<file path="src/rtl/osw_pkg.sv">
package osw_pkg;
    localparam int unsigned OSW_CHANNELS  = 8;
    localparam int unsigned OSW_SYNC_BITS = 3;

    typedef struct packed {
        logic rise;
        logic fall;
    } osw_edge_t;

    function automatic osw_edge_t osw_detect(input logic prev, input logic now);
        osw_edge_t e;
        e.rise = now & ~prev;
        e.fall = prev & ~now;
        return e;
    endfunction
endpackage

</file>
<file path="src/rtl/osw_sync.sv">
module osw_sync #(
    parameter int unsigned WIDTH = 1,
    parameter logic [WIDTH-1:0] RST_VAL = '0
) (
    input  logic             clk,
    input  logic             rst_n,
    input  logic [WIDTH-1:0] async_i,
    output logic [WIDTH-1:0] sync_o
);
    typedef struct packed {
        logic [WIDTH-1:0] meta;
        logic [WIDTH-1:0] stable;
    } sync_st_t;

    sync_st_t st_d, st_q;

    always_comb begin
        st_d.meta   = async_i;
        st_d.stable = st_q.meta;
    end

    always_ff @(posedge clk or negedge rst_n) begin
        if (!rst_n) begin
            st_q <= {RST_VAL, RST_VAL};
        end else begin
            st_q <= st_d;
        end
    end

    assign sync_o = st_q.stable;
endmodule

</file>
<file path="src/rtl/osw_frame.sv">
module osw_frame
    import osw_pkg::*;
#(
    parameter int unsigned N_CH = OSW_CHANNELS
) (
    input  logic            clk,
    input  logic            rst_n,
    input  logic            sclk_s,
    input  logic            din_s,
    input  logic            en_n_s,
    input  logic [N_CH-1:0] sense_s,
    output logic [N_CH-1:0] shreg_o,
    output logic            dout_o,
    output logic            dout_en_o,
    output logic            commit_o
);
    typedef struct packed {
        logic            sclk_prev;
        logic            en_prev;
        logic [N_CH-1:0] shreg;
        logic            dout;
        logic            dout_en;
    } frame_st_t;

    frame_st_t st_d, st_q;
    osw_edge_t clk_edge, en_edge;

    always_comb begin
        clk_edge = osw_detect(st_q.sclk_prev, sclk_s);
        en_edge  = osw_detect(st_q.en_prev, en_n_s);

        st_d           = st_q;
        st_d.sclk_prev = sclk_s;
        st_d.en_prev   = en_n_s;
        st_d.dout_en   = ~en_n_s;

        if (en_edge.fall) begin
            st_d.shreg = sense_s;
            st_d.dout  = sense_s[N_CH-1];
        end else if (!en_n_s) begin
            if (clk_edge.fall) begin
                st_d.shreg = {st_q.shreg[N_CH-2:0], din_s};
            end
            if (clk_edge.rise) begin
                st_d.dout = st_q.shreg[N_CH-1];
            end
        end
    end

    always_ff @(posedge clk or negedge rst_n) begin
        if (!rst_n) begin
            st_q.sclk_prev <= 1'b0;
            st_q.en_prev   <= 1'b1;
            st_q.shreg     <= '0;
            st_q.dout      <= 1'b0;
            st_q.dout_en   <= 1'b0;
        end else begin
            st_q <= st_d;
        end
    end

    assign shreg_o   = st_q.shreg;
    assign dout_o    = st_q.dout;
    assign dout_en_o = st_q.dout_en;
    assign commit_o  = en_edge.rise;

    assert_capture_sense_R2: assert property (@(posedge clk) disable iff (!rst_n)
        en_edge.fall |=> (st_q.shreg == $past(sense_s)));

    assert_dout_on_rise_R4: assert property (@(posedge clk) disable iff (!rst_n)
        (!clk_edge.rise && !en_edge.fall) |=> $stable(st_q.dout));

    assert_release_idle_R5: assert property (@(posedge clk) disable iff (!rst_n)
        en_n_s |=> !dout_en_o);

    assert_idle_frozen_R6: assert property (@(posedge clk) disable iff (!rst_n)
        en_n_s |=> $stable(st_q.shreg));
endmodule

</file>
<file path="src/rtl/osw_latch.sv">
module osw_latch #(
    parameter int unsigned N_CH      = 8,
    parameter int unsigned BLANK_CYC = 20000
) (
    input  logic            clk,
    input  logic            rst_n,
    input  logic            commit_i,
    input  logic [N_CH-1:0] shreg_i,
    input  logic [N_CH-1:0] sense_s,
    output logic [N_CH-1:0] off_o
);
    localparam int unsigned CW = $clog2(BLANK_CYC + 1);
    localparam logic [CW-1:0] BLANK_V = CW'(BLANK_CYC);

    typedef struct packed {
        logic [N_CH-1:0] lat;
        logic [CW-1:0]   blank;
    } latch_st_t;

    latch_st_t st_d, st_q;

    always_comb begin
        st_d = st_q;
        if (commit_i) begin
            st_d.lat   = shreg_i;
            st_d.blank = BLANK_V;
        end else if (st_q.blank != '0) begin
            st_d.blank = st_q.blank - 1'b1;
        end else begin
            st_d.lat = st_q.lat | sense_s;
        end
    end

    always_ff @(posedge clk or negedge rst_n) begin
        if (!rst_n) begin
            st_q.lat   <= '1;
            st_q.blank <= '0;
        end else begin
            st_q <= st_d;
        end
    end

    assign off_o = st_q.lat;

    assert_commit_copies_R7: assert property (@(posedge clk) disable iff (!rst_n)
        commit_i |=> (off_o == $past(shreg_i)));

    assert_blank_holds_R8: assert property (@(posedge clk) disable iff (!rst_n)
        (st_q.blank != '0 && !commit_i) |=> $stable(off_o));

    assert_fault_only_sets_R8: assert property (@(posedge clk) disable iff (!rst_n)
        !commit_i |=> ((off_o & $past(off_o)) == $past(off_o)));
endmodule

</file>
<file path="src/rtl/osw_top.sv">
module osw_top
    import osw_pkg::*;
#(
    parameter int unsigned N_CH      = OSW_CHANNELS,
    parameter int unsigned BLANK_CYC = 20000
) (
    input  logic            clk,
    input  logic            ser_rst_n,
    input  logic            ser_clk,
    input  logic            ser_din,
    input  logic            ser_en_n,
    input  logic [N_CH-1:0] sense_hi,
    output logic            ser_dout,
    output logic            ser_dout_en,
    output logic [N_CH-1:0] chan_off
);
    logic [OSW_SYNC_BITS-1:0] link_s;
    logic [N_CH-1:0]          sense_s;
    logic [N_CH-1:0]          shreg;
    logic                     commit;

    osw_sync #(.WIDTH(OSW_SYNC_BITS), .RST_VAL(3'b001)) u_link_sync (
        .clk    (clk),
        .rst_n  (ser_rst_n),
        .async_i({ser_clk, ser_din, ser_en_n}),
        .sync_o (link_s)
    );

    osw_sync #(.WIDTH(N_CH), .RST_VAL('0)) u_sense_sync (
        .clk    (clk),
        .rst_n  (ser_rst_n),
        .async_i(sense_hi),
        .sync_o (sense_s)
    );

    osw_frame #(.N_CH(N_CH)) u_frame (
        .clk      (clk),
        .rst_n    (ser_rst_n),
        .sclk_s   (link_s[2]),
        .din_s    (link_s[1]),
        .en_n_s   (link_s[0]),
        .sense_s  (sense_s),
        .shreg_o  (shreg),
        .dout_o   (ser_dout),
        .dout_en_o(ser_dout_en),
        .commit_o (commit)
    );

    osw_latch #(.N_CH(N_CH), .BLANK_CYC(BLANK_CYC)) u_latch (
        .clk     (clk),
        .rst_n   (ser_rst_n),
        .commit_i(commit),
        .shreg_i (shreg),
        .sense_s (sense_s),
        .off_o   (chan_off)
    );
endmodule

</file>
<file path="config.mk">
export PLATFORM = sky130hd
export DESIGN_NAME = osw_top
export DESIGN_NICKNAME = d
export VERILOG_FILES = /design/src/rtl/osw_pkg.sv /design/src/rtl/osw_sync.sv /design/src/rtl/osw_frame.sv /design/src/rtl/osw_latch.sv /design/src/rtl/osw_top.sv
export SDC_FILE = /design/constraint.sdc
export NUM_CORES = 1
export LEC_CHECK = 0
export ABC_CLOCK_PERIOD_IN_PS = 4850
export BUFFER_PORTS_ARGS = -buffer_cell sky130_fd_sc_hd__buf_4
export CORE_ASPECT_RATIO = 1.1
export CORE_MARGIN = 5
export CORE_UTILIZATION = 25
export DETAILED_ROUTE_END_ITERATION = 10
export GPL_TIMING_DRIVEN = 0
export PLACE_DENSITY_LB_ADDON = 0.08
export SYNTH_ARGS = -nofsm -noshare
export SYNTH_HDL_FRONTEND = slang
export SYNTH_SLANG_ARGS = --single-unit
</file>
<file path="constraint.sdc">
create_clock -name clk -period 4.85 [get_ports clk]
set_input_delay 0 -clock clk [delete_from_list [all_inputs] [get_ports clk]]
set_output_delay 0 -clock clk [all_outputs]
set_load 0.01 [all_outputs]
</file>
# Yosys cells after proc, flatten, opt, wreduce, memory -nomap -nowiden
# Index checks and enable logic that the tools add are counted.
# classes
bitwise	9
n_addsub	1
n_reduce_logical	6
n_mux	7
eq_ne	2
# op_table
cell	n
2-to-1 mux 23 bit	1
2-to-1 mux 9 bit	2
2-to-1 mux 8 bit	2
2-to-1 mux 15 bit	1
nonzero test 15 bit	1
subtractor 15 x 1 -> 15 bit, second input constant	1
bitwise OR 8 bit	1
nonzero test 2 bit	3
AND 1 bit	4
inverter 1 bit	4
AND reduction 2 bit	2
inequality test 2 x 1 -> 1 bit, second input constant	1
inequality test 2 bit, second input constant	1
2-to-1 mux 1 bit	1
# word_totals
in_bits	13
elab_cells	36
reg_bits	57

# Longest topological paths before layout
# depth
depth_word	5
depth_mapped	7

# Modules after synthesis
# Synthesis repeated with hierarchy kept, for this count alone.
# unflattened
cells_unflattened	198
hier_area_um2	2446.1
# modules_own_cells
mod	seq_area_each_um2	cells_per_inst	area_per_inst_um2	instances
osw_latch	585.6	128	1241.2	1
osw_frame	301.5	48	651.9	1
osw_sync (u_sense_sync)	400.4	16	400.4	1
osw_sync (u_link_sync)	152.6	6	152.6	1

# Least setup slack after synthesis
# Ideal clock, no wire load.
# synth_timing
path_type	reg-to-reg
start	reg u_latch.st_q[0] in the netlist's numbering
end	reg u_latch.st_q[12] in the netlist's numbering
setup_ns	0.132
t_arrival_ns	1.517
required_ns	4.718
setup_slack_ns	3.201
stages_incl_launch_ff	7
path_cell_list	dfrtp_1 > inv_1 > ha_1 > or3b_1 > nor4_4 > mux2i_1 > nor2_2
# synth_via
elab_chain_cells	3
word_cells_on_any_way	5
cone_classes	add/sub (1); mux (2); reduce/logical (2)
# synth_rtl
element	line	source
from (decl)	osw_latch.sv:20	latch_st_t st_d, st_q;
from (signal assigned)	osw_latch.sv:39	st_q <= st_d;
subtractor 15 x 1 -> 15 bit	osw_latch.sv:28	st_d.blank = st_q.blank - 1'b1;
2-to-1 mux 15 bit	osw_latch.sv:27	end else if (st_q.blank != '0) begin
2-to-1 mux 23 bit	osw_latch.sv:24	if (commit_i) begin
# Several ways; a longest one is shown, not always the timed one. The select of a mux whose other input is x is not followed.
# A chain may end at the register's enable or synchronous reset.

# Worst setup path in the final report
# layout_timing
start	reg u_latch.st_q[0] in the netlist's numbering
end	reg u_latch.st_q[8] in the netlist's numbering
# The elaborated chain is that of the path after synthesis.

==> flow_summary.json <==
{
  "cellLeakagePower_nw": 1.27,
  "synth_adder_area_share_pct": 0.528,
  "crit_fanout": 5,
  "critPathKind": "flop to flop",
  "setup_violations": 0,
  "post-route-min-period_ns": 1.85,
  "antenna_cells": 0,
  "gp_congestion": 0.696,
  "fin_crit_sh_pct": 38.0,
  "slew_violations": 0,
  "worstHoldPathType": "input pin to asynchronous set/reset pin",
  "synthFlopType": "dfrtp_1",
  "ys_types": 44,
  "port_buffers": 22,
  "crit_chain": "inv_1 > ha_1 > or3b_1 > nor2_1 > a31oi_1 > a41o_1",
  "yosys.area_share.simple_pct": 18.1,
  "tightestPinTransition_ns": 0.746,
  "clkSinkCount": 57,
  "ys_warn_count": 0,
  "fin_util_pct": 32.4,
  "cts_htree_levels": 3,
  "fp-row-count": 37,
  "die_x_um": 103,
  "rr_startpoint": "u_latch.st_q[0]",
  "wl_per_cell_um": 13.9,
  "syn_area_um2": 2370,
  "max-vdd-ir-drop_mv": 0.183,
  "numCtsBuffers": 9,
  "slowest_delay_ns": 0.43,
  "slowest_stage": "or3b_1",
  "cts_resized": 0,
  "via_count": 1614,
  "dieArea_um2": 11500,
  "synth-edff-count": 0,
  "grt_pass1_vias": 1719,
  "ant_nets": 0,
  "outcome": "complete, no violations",
  "dp_hpwl_um": 3310,
  "avgSynthCellArea_um2": 11.7,
  "fin_hold_ws_ns": 0.279,
  "cap_violations": 0,
  "synth_top_family_by_area": "simple AND/OR/NAND/NOR gates",
  "layout_commonest_cell": "dfrtp_1",
  "synth_compound_area_share_pct": 11.9,
  "path_clk_slew_ns": 0.07,
  "die_h_um": 112,
  "cts_root_buf": "clkbuf_8",
  "yosysSeqAreaShare_pct": 60.8,
  "cts_tree": "done",
  "arrival_ns": 2.06,
  "grt.overflow.total": 0,
  "track_usage_pct": 9.91,
  "synth-seq-cells": 57,
  "syn-num-nets": 216,
  "io-pin-count": 23,
  "synthXorXnorAreaFrac_pct": 0,
  "core_area_um2": 9310,
  "synth.area.mux_share_pct": 3.80,
  "clk_latency_ns": 0.33,
  "nNetsFinal": 261,
  "power_mw": 1.35,
  "fmax_mhz": 542,
  "mostFrequentLayoutCells": "46 x dfrtp_1, 30 x buf_4, 27 x nor2_1, 13 x nand2_1",
  "startpoint_type": "flop",
  "grt_pass1_wl_um": 8730,
  "crit_path_end_kind": "flop",
  "post-route-drc-count": 0,
  "antenna_found_initial": 0,
  "async_flop_share_pct": 100,
  "cts_buffer_depth": 2,
  "crit_buf_inv": 1,
  "relSlewSlack_pct": 50.3,
  "drive_gt1_share_pct": 27.8,
  "viasPerCell": 4.37,
  "critPathRequiredTime_ns": 5.07,
  "syn_to_final_growth_pct": 27.2,
  "first_pass_iters": 4,
  "hold_viol_final": 0,
  "initial_core_util_pct": 25.5,
  "fin_worst_skew_ns": 0.00621,
  "drt-total-wl_um": 5130,
  "grt_start_max_net_pins": 58,
  "rsz0062_at_grt": "no",
  "cpLargestDelayFamily": "simple AND/OR/NAND/NOR gates",
  "drt_iter0_markers": 50,
  "crit_start": "u_latch.st_q[0]",
  "p_per_area_nw_per_um2": 447,
  "syn_inst": 202,
  "setup_tns_ns": 0
}
-- kinds of logic (layout without fill, tap and decap cells) --
group,after synthesis,count (layout)
compound gates,43,43
flops,57,57
buf+inv,20,70
mux,9,9
fa+ha+maj,1,1
simple gates,72,72
-- flip-flops by register name, summed over array words and instances (netlist names) --
signal / cells
u_link_sync.sync_o: 3
u_link_sync.st_d: 3
u_latch.off_o: 8
u_frame.dout_o: 1
u_sense_sync.sync_o: 8
u_latch.st_q: 15
u_frame.dout_en_o: 1
u_frame.shreg_o: 8
u_sense_sync.st_d: 8
u_frame.st_q: 2
-- path summary, 6_finish.rpt --
check / end / slack, ns / depth (start not counted)
max: u_latch.st_q[8] / 3.00 / 6
min: u_latch.st_q[11] / 0.28 / 2
max reg2reg: u_latch.st_q[8] / 3.00 / 6
min reg2reg: u_sense_sync.sync_o[0] / 0.35 / 0
max in group asynchronous: u_latch.st_q[0] / 4.08 / 2
min in group clk: u_sense_sync.st_d[3] / 0.31 / 2
-- what timing repair did --
action | 4_1_cts | 5_1_grt
setup endpoints to repair | 0 | 0
buffers inserted | 0 | 0
endpoints found under the hold margin | 57 | 0
hold buffers | 12 | 0
-- synth_stat cells (3+ instances only) --
cell type,count,share of area [%]
inv_1,5,0.79
a211oi_1,10,3.2
a21oi_1,5,1.1
nand2b_1,3,0.79
buf_4,8,2.5
dfrtp_1,46,49
dfstp_2,11,12
nor2b_1,3,0.79
clkbuf_1,4,0.63
nor3_1,4,0.85
mux2i_1,9,3.8
o21ai_0,12,2.5
a31oi_1,3,0.79
nor2_1,27,4.3
nand2_1,13,2.1
-- per-stage QoR --
step / std cells / setup slack, ns / cell area (um^2)
global route: 369 / 2.81 / 3010
CTS: 369 / 2.93 / 3010
floorplan: 202 / 3.20 / 2370
global placement: 341 / 2.95 / 2680
finish: 369 / 3.00 / 3010
detailed placement: 341 / 2.95 / 2680
-- per-layer routing --
layer	vias to the layer above	share of wire, %	GRT usage, %
li1	802	-	-
met1	775	45	12.3
met2	30	49	15.9
met3	7	3.9	2.98
met4	0	1.9	4.15
met5	-	0	0
-- worst reg2reg max path: cells and delay by family (launching register included) --
kind	cells	cell delay, ns
flip-flops	1	0.39
buffers and inverters	1	0.08
adder cells (fa/ha/maj)	1	0.20
AND/OR/NAND/NOR	2	0.73
AO/OA/AOI/OAI	2	0.35
-- where the power goes --
group | total (mW) | switching [mW] | internal [mW] | leakage, nW
sequential | 0.628 | 0.0714 | 0.556 | 0.664
clock | 0.478 | 0.189 | 0.289 | 0.0995
combinational | 0.241 | 0.119 | 0.122 | 0.503
-- cell type report --
type                            instances  area (um^2)
Buffer                                 15         96.3
Fill cell                             945         6290
Multi-Input combinational cell        125          813
Clock buffer                           11          131
Clock inverter                          5         80.1
Sequential cell                        57         1440
Timing Repair Buffer                   34          285
Tap cell                              117          146
Inverter                                5         18.8
(Power assumes the default switching activity.)
